<file path="config.mk">
export PLATFORM = sky130hd
export DESIGN_NAME = irq8_ctrl
export DESIGN_NICKNAME = d
export VERILOG_FILES = /design/src/rtl/irq8_pkg.sv /design/src/rtl/irq8_xsync.sv /design/src/rtl/irq8_xctl.sv /design/src/rtl/irq8_arb.sv /design/src/rtl/irq8_ctrl.sv
export SDC_FILE = /design/constraint.sdc
export NUM_CORES = 1
export LEC_CHECK = 0
export BUFFER_PORTS_ARGS = -buffer_cell sky130_fd_sc_hd__buf_2
export CELL_PAD_IN_SITES_DETAIL_PLACEMENT = 2
export CELL_PAD_IN_SITES_GLOBAL_PLACEMENT = 2
export CORE_MARGIN = 4
export CORE_UTILIZATION = 24
export CTS_CLUSTER_DIAMETER = 50
export DETAILED_ROUTE_END_ITERATION = 6
export PLACE_DENSITY_LB_ADDON = 0.08
export REMOVE_ABC_BUFFERS = 1
export SETUP_SLACK_MARGIN = 0.4
export SLEW_MARGIN = 10
export SYNTH_ARGS = -nofsm -noshare
export SYNTH_HDL_FRONTEND = slang
export SYNTH_SLANG_ARGS = --single-unit
</file>
<file path="constraint.sdc">
create_clock -name clk -period 1.9 [get_ports clk]
set_clock_uncertainty 0.05 [all_clocks]
set_input_delay 0.095 -clock clk [delete_from_list [all_inputs] [get_ports clk]]
set_output_delay 0.095 -clock clk [all_outputs]
set_load 0.05 [all_outputs]
</file>
<file path="src/rtl/irq8_pkg.sv">
`timescale 1ns/1ps
package irq8_pkg;
  // per-pin field offsets inside its 4-bit slice of the control register
  localparam int F_TRIG   = 0;
  localparam int F_FLAG   = 1;
  localparam int F_EN     = 2;
  localparam int F_PRI    = 3;
  localparam int F_STRIDE = 4;
  localparam int VEC_W    = 8;

  function automatic logic [VEC_W-1:0] vec_of(input logic [VEC_W-1:0] base,
                                              input logic [VEC_W-1:0] step,
                                              input logic [VEC_W-1:0] idx);
    return base + step * idx;
  endfunction
endpackage

</file>
<file path="src/rtl/irq8_xsync.sv">
`timescale 1ns/1ps
module irq8_xsync #(
  parameter int STAGES = 2
) (
  input  logic clk,
  input  logic rst,
  input  logic pin_n,
  output logic fall,
  output logic low
);
  // STAGES flops of synchronizer plus one history flop; idle level is high
  logic [STAGES:0] sh;

  always_ff @(posedge clk) begin
    if (rst) sh <= '1;
    else     sh <= {sh[STAGES-1:0], pin_n};
  end

  assign low  = ~sh[STAGES-1];
  assign fall = sh[STAGES] & ~sh[STAGES-1];
endmodule

</file>
<file path="src/rtl/irq8_xctl.sv">
`timescale 1ns/1ps
module irq8_xctl
  import irq8_pkg::*;
#(
  parameter int         N_EXT    = 2,
  parameter logic [7:0] CTL_ADDR = 8'hC0,
  localparam int        CW       = N_EXT * F_STRIDE
) (
  input  logic             clk,
  input  logic             rst,
  input  logic             wr_en,
  input  logic             wr_bit,
  input  logic [7:0]       wr_addr,
  input  logic [7:0]       wr_data,
  input  logic [N_EXT-1:0] edge_set,
  input  logic [N_EXT-1:0] ack_clr,
  input  logic [N_EXT-1:0] lvl_low,
  output logic [CW-1:0]    q
);
  localparam int BW = $clog2(CW);
  logic [CW-1:0] nxt;

  always_comb begin
    nxt = q;
    if (wr_en) begin
      if (wr_bit && (wr_addr[7:BW] == CTL_ADDR[7:BW]))
        nxt[wr_addr[BW-1:0]] = wr_data[0];
      else if (!wr_bit && (wr_addr == CTL_ADDR))
        nxt = wr_data[CW-1:0];
    end
    for (int k = 0; k < N_EXT; k++) begin
      if (!nxt[k*F_STRIDE + F_TRIG])
        nxt[k*F_STRIDE + F_FLAG] = lvl_low[k];
      else if (edge_set[k])
        nxt[k*F_STRIDE + F_FLAG] = 1'b1;
      else if (ack_clr[k])
        nxt[k*F_STRIDE + F_FLAG] = 1'b0;
    end
  end

  always_ff @(posedge clk) begin
    if (rst) q <= '0;
    else     q <= nxt;
  end
endmodule

</file>
<file path="src/rtl/irq8_arb.sv">
`timescale 1ns/1ps
module irq8_arb #(
  parameter int  N    = 8,
  localparam int ID_W = $clog2(N)
) (
  input  logic [N-1:0]    pend,
  input  logic [N-1:0]    hi,
  input  logic            act_hi,
  input  logic            act_lo,
  output logic            valid,
  output logic [ID_W-1:0] id,
  output logic            lvl
);
  logic [N-1:0] sel;
  logic         pick_hi;

  always_comb begin
    pick_hi = !act_hi && |(pend & hi);
    if (pick_hi)                sel = pend & hi;
    else if (!act_hi && !act_lo) sel = pend & ~hi;
    else                        sel = '0;
    valid = |sel;
    lvl   = pick_hi;
    id    = '0;
    for (int i = N - 1; i >= 0; i--)
      if (sel[i]) id = ID_W'(i);
  end
endmodule

</file>
<file path="src/rtl/irq8_ctrl.sv">
`timescale 1ns/1ps
module irq8_ctrl
  import irq8_pkg::*;
#(
  parameter int         N_STD       = 6,
  parameter int         N_EXT       = 2,
  parameter int         SYNC_STAGES = 2,
  parameter logic [7:0] CTL_ADDR    = 8'hC0,
  parameter logic [7:0] VEC_BASE    = 8'h03,
  parameter logic [7:0] VEC_STEP    = 8'h08,
  localparam int        N_SRC       = N_STD + N_EXT,
  localparam int        ID_W        = $clog2(N_SRC),
  localparam int        CW          = N_EXT * F_STRIDE
) (
  input  logic             clk,
  input  logic             rst,
  input  logic             wr_en,
  input  logic             wr_bit,
  input  logic [7:0]       wr_addr,
  input  logic [7:0]       wr_data,
  output logic [CW-1:0]    ctl_q,
  input  logic             glb_en,
  input  logic [N_STD-1:0] src_req,
  input  logic [N_STD-1:0] src_en,
  input  logic [N_STD-1:0] src_pri,
  input  logic [N_EXT-1:0] xpin_n,
  input  logic             ack,
  input  logic             reti,
  output logic             irq_valid,
  output logic [ID_W-1:0]  irq_src,
  output logic [VEC_W-1:0] irq_vec,
  output logic             irq_hi
);
  logic [N_EXT-1:0] x_fall, x_low, x_req, x_en, x_pri, x_edge_set, x_ack_clr;
  logic [N_SRC-1:0] pend, pri;
  logic             arb_valid, arb_lvl, ack_take;
  logic [ID_W-1:0]  arb_id;
  logic             act_hi, act_lo;

  assign ack_take = ack && irq_valid;

  for (genvar k = 0; k < N_EXT; k++) begin : g_ext
    irq8_xsync #(.STAGES(SYNC_STAGES)) i_sync (
      .clk  (clk),
      .rst  (rst),
      .pin_n(xpin_n[k]),
      .fall (x_fall[k]),
      .low  (x_low[k])
    );
    assign x_edge_set[k] = x_fall[k] && ctl_q[k*F_STRIDE + F_TRIG];
    assign x_ack_clr[k]  = ack_take && (irq_src == ID_W'(N_STD + k));
    assign x_req[k]      = ctl_q[k*F_STRIDE + F_TRIG] ? ctl_q[k*F_STRIDE + F_FLAG]
                                                      : x_low[k];
    assign x_en[k]       = ctl_q[k*F_STRIDE + F_EN];
    assign x_pri[k]      = ctl_q[k*F_STRIDE + F_PRI];
  end

  irq8_xctl #(.N_EXT(N_EXT), .CTL_ADDR(CTL_ADDR)) i_xctl (
    .clk     (clk),
    .rst     (rst),
    .wr_en   (wr_en),
    .wr_bit  (wr_bit),
    .wr_addr (wr_addr),
    .wr_data (wr_data),
    .edge_set(x_edge_set),
    .ack_clr (x_ack_clr),
    .lvl_low (x_low),
    .q       (ctl_q)
  );

  assign pend = {x_req & x_en, src_req & src_en} & {N_SRC{glb_en}};
  assign pri  = {x_pri, src_pri};

  irq8_arb #(.N(N_SRC)) i_arb (
    .pend  (pend),
    .hi    (pri),
    .act_hi(act_hi),
    .act_lo(act_lo),
    .valid (arb_valid),
    .id    (arb_id),
    .lvl   (arb_lvl)
  );

  // in-service record: reti pops the innermost level, an accepted ack pushes
  always_ff @(posedge clk) begin
    if (rst) begin
      act_hi <= 1'b0;
      act_lo <= 1'b0;
    end else begin
      if (reti) begin
        if (act_hi) act_hi <= 1'b0;
        else        act_lo <= 1'b0;
      end
      if (ack_take) begin
        if (irq_hi) act_hi <= 1'b1;
        else        act_lo <= 1'b1;
      end
    end
  end

  always_ff @(posedge clk) begin
    if (rst || ack_take) begin
      irq_valid <= 1'b0;
      irq_src   <= '0;
      irq_vec   <= '0;
      irq_hi    <= 1'b0;
    end else begin
      irq_valid <= arb_valid;
      irq_src   <= arb_id;
      irq_vec   <= arb_valid ? vec_of(VEC_BASE, VEC_STEP, VEC_W'(arb_id)) : '0;
      irq_hi    <= arb_valid && arb_lvl;
    end
  end
endmodule

</file>
==> metrics <==
YS warnings=0; Pins Over Slew Limit=0; Vias=between 1,500 and 2,000; Finished Layout Cells=370; Clock Path Buffers=2; core area=about 6400 sq um; RSZ-0062 raised after global routing=yes; Area contributors post-synth=dfxtp_1 (31%), a21oi_1 (4.4%), nor2_1 (4.0%); Critical Path End=irq_hi; Worst Setup SP=i_xctl.q[5]; clock latency at the later pin of the worst-skew pair=about 270 ps; nets=between 300 and 400; Placed Instances=about 350; register area=around 510 sq um; H-tree depth=1; Final TNS setup=0 ps; Hold WC Path Type=primary input to flop; clk sinks=25; synth unique cells=58; fillers=775; post-synthesis register bit count=25; layout cells sized above 1=0.515; Mapped Area=1610 sq um; number of synthesized flops with an enable pin=0; Primary FF master, synth=dfxtp_1; Ports=64; top cell type's share of synthesized area=0.311; DRC Markers=0; Final Wtd Congestion=around 0.82; power per cell area=521 nW/um^2; post-synth top area cell=dfxtp_1; Syn Area/Cell=around 8.1 sq um; initial antenna violation count=0; routed len/inst=16.0 microns; largest net degree at the start of global routing=18; # diodes=0; Seq/Total Area, Yosys=0.311; VDD IR max=0.258 mV; Die H=about 90 microns; Root Driver=clkbuf_8; Relative slew margins=0.636; crit path kind=flop to flop; final wirelength=approximately 6 mm; status=finished clean; Worst R2R Path Depth=7; CP Capture Type=flop; row count=29; fmax=between 500 and 600 MHz; Max Cap Viol=0; area of the multi-input gates=roughly 1200 sq um; Starting Density=0.251; drt first pass iters=4; worst-margin pin slew=approximately 540 ps; CP arrival=1910 ps; Post-DRT Antenna Nets=0; final period utilization=0.937; GRT Overall Usage=0.147; via/cell ratio=between 5 and 6; Area growth, synth to finish=52.3%; r2r endpoint=irq_hi; CP Max Fanout=3; Synth Instances=just under 200; reg-to-reg startpoint=i_xctl.q[5]; Die ar.=roughly 8100 sq um; Detail Placement HPWL=4.79 mm; First DRT Iteration DRCs=28; Async SR Flop Fraction=0; first-pass GRT wire length=~10 mm; Critical Path Start Type=flop; Port Buffer Count=60; Clock Pin Slew Worst Setup and Hold Paths=100 ps; r2r setup slk=120 ps; Data required, critical path=just over 2000 ps; Leakage=1.11 nW; grt total ovfl=0; die width=between 80 and 90 microns; Final setup viols=0; CTS tree=done; vias in the first global route=roughly 2,000; Hold Fails Final Rpt=0; Num CTS Buffers=3; fin crit period=roughly 1800 ps
## placed cells by master (no fill, tap or decap), types with 4 or more instances in the layout
master and instances:
buf_2 60, buf_4 36, dfxtp_1 20, nor2_1 15
a21oi_1 12, nand2_1 9, inv_1 8, o21ai_0 7
or2_2 7, o21a_1 6, nor3_1 6, nand3_1 5
dfxtp_2 5, and3_1 4, nand4_1 4, nor2b_1 4
a211oi_1 4
## state kept, by name (all words and copies together), names as in the netlist
signal and count:
irq_src 3, irq_valid 1, act_lo 1, irq_vec 4, act_hi 1, irq_hi 1
g_ext.i_sync.sh 6, i_xctl.q 8
## synth_stat cells (2+ instances only)
master    instances
mux2i_1           3
clkbuf_1          3
nor2b_1           5
nor3_1            8
a41oi_1           2
o21a_1            7
a31oi_1           3
nand2_1          11
nand3b_1          2
or2_2             7
o211ai_1          2
a21o_1            3
o21ai_0           7
a21oi_1          14
nor4_1            2
or3_1             2
and3_1            5
nand3_1           5
buf_2             2
a31o_2            2
nand4_1           4
inv_1             8
o21ai_2           2
nand3_4           2
o22ai_1           3
dfxtp_1          25
a32oi_1           2
and2_1            3
nor2_1           17
buf_4             4
a211oi_1          6
## worst max-delay path, stage by stage, from the launching register on
cell	delay [ps]
dfxtp_1	320
and2_4	160
o21ai_4	180
buf_4	140
a21oi_1	80
a311o_1	370
o21a_1	220
and3_1	160
## per-stage QoR
step	area (sq um)	setup slack (ps)	hold slack (ps)	utilization	total power (W)
global placement	2150	-3.27	231	0.335	0.000912
detailed placement	2150	-71.5	238	0.335	0.000916
floorplan	1560	-235	114	-	0.000752
finish	2450	120	70.3	0.382	0.00128
CTS	2410	119	62.5	0.375	0.00129
global route	2450	7.18	69.0	0.382	0.00135
## repair_timing
action	4_1_cts	5_1_grt
endpoints found under the setup margin	11	12
hold buffers	2	0
endpoints found under the hold margin	2	0
pin swaps	19	3
resized for setup	29	9
setup buffers	8	2
## report_power, final
group,switching [W],internal [W]
sequential,0.0000154,0.000545
clock,0.000192,0.000154
combinational,0.000222,0.000149
## area by class of cell
cell class	instances	area share
Multi-Input combinational cell	157	0.476
Timing Repair Buffer	99	0.245
Sequential cell	25	0.207
Tap cell	77	0.0393
Clock buffer	3	0.0168
Inverter	8	0.0122
Clock inverter	1	0.00357
## routing by layer
layer  track usage  vias to the layer above  wire [microns]
li1              -                      933               -
met1         0.188                      908            2680
met2         0.266                       37            3010
met3        0.0259                        2             214
met4        0.0191                        0              23
met5             0                        -               0
## worst min path at each step
| stage | cells after the start | endpoint | start |
|---|---|---|---|
| after global placement | 2 | g_ext[0].i_sync.sh[0] | xpin_n[0] |
| after CTS | 3 | act_lo | ack |
| final | 3 | i_xctl.q[7] | wr_data[7] |
| after floorplan | 1 | act_lo | rst |
| after global routing | 3 | act_lo | ack |
| after detailed placement | 2 | g_ext[1].i_sync.sh[0] | xpin_n[1] |
## kinds of logic (layout without fill, tap and decap cells)
family	after synthesis	count (layout)	synth area share
flops	25	25	0.311
mux	4	4	0.0256
buf+inv	18	111	0.0575
other cells	1	3	0.00233
simple gates	82	82	0.301
compound gates	68	68	0.303
(Power assumes the default switching activity.)
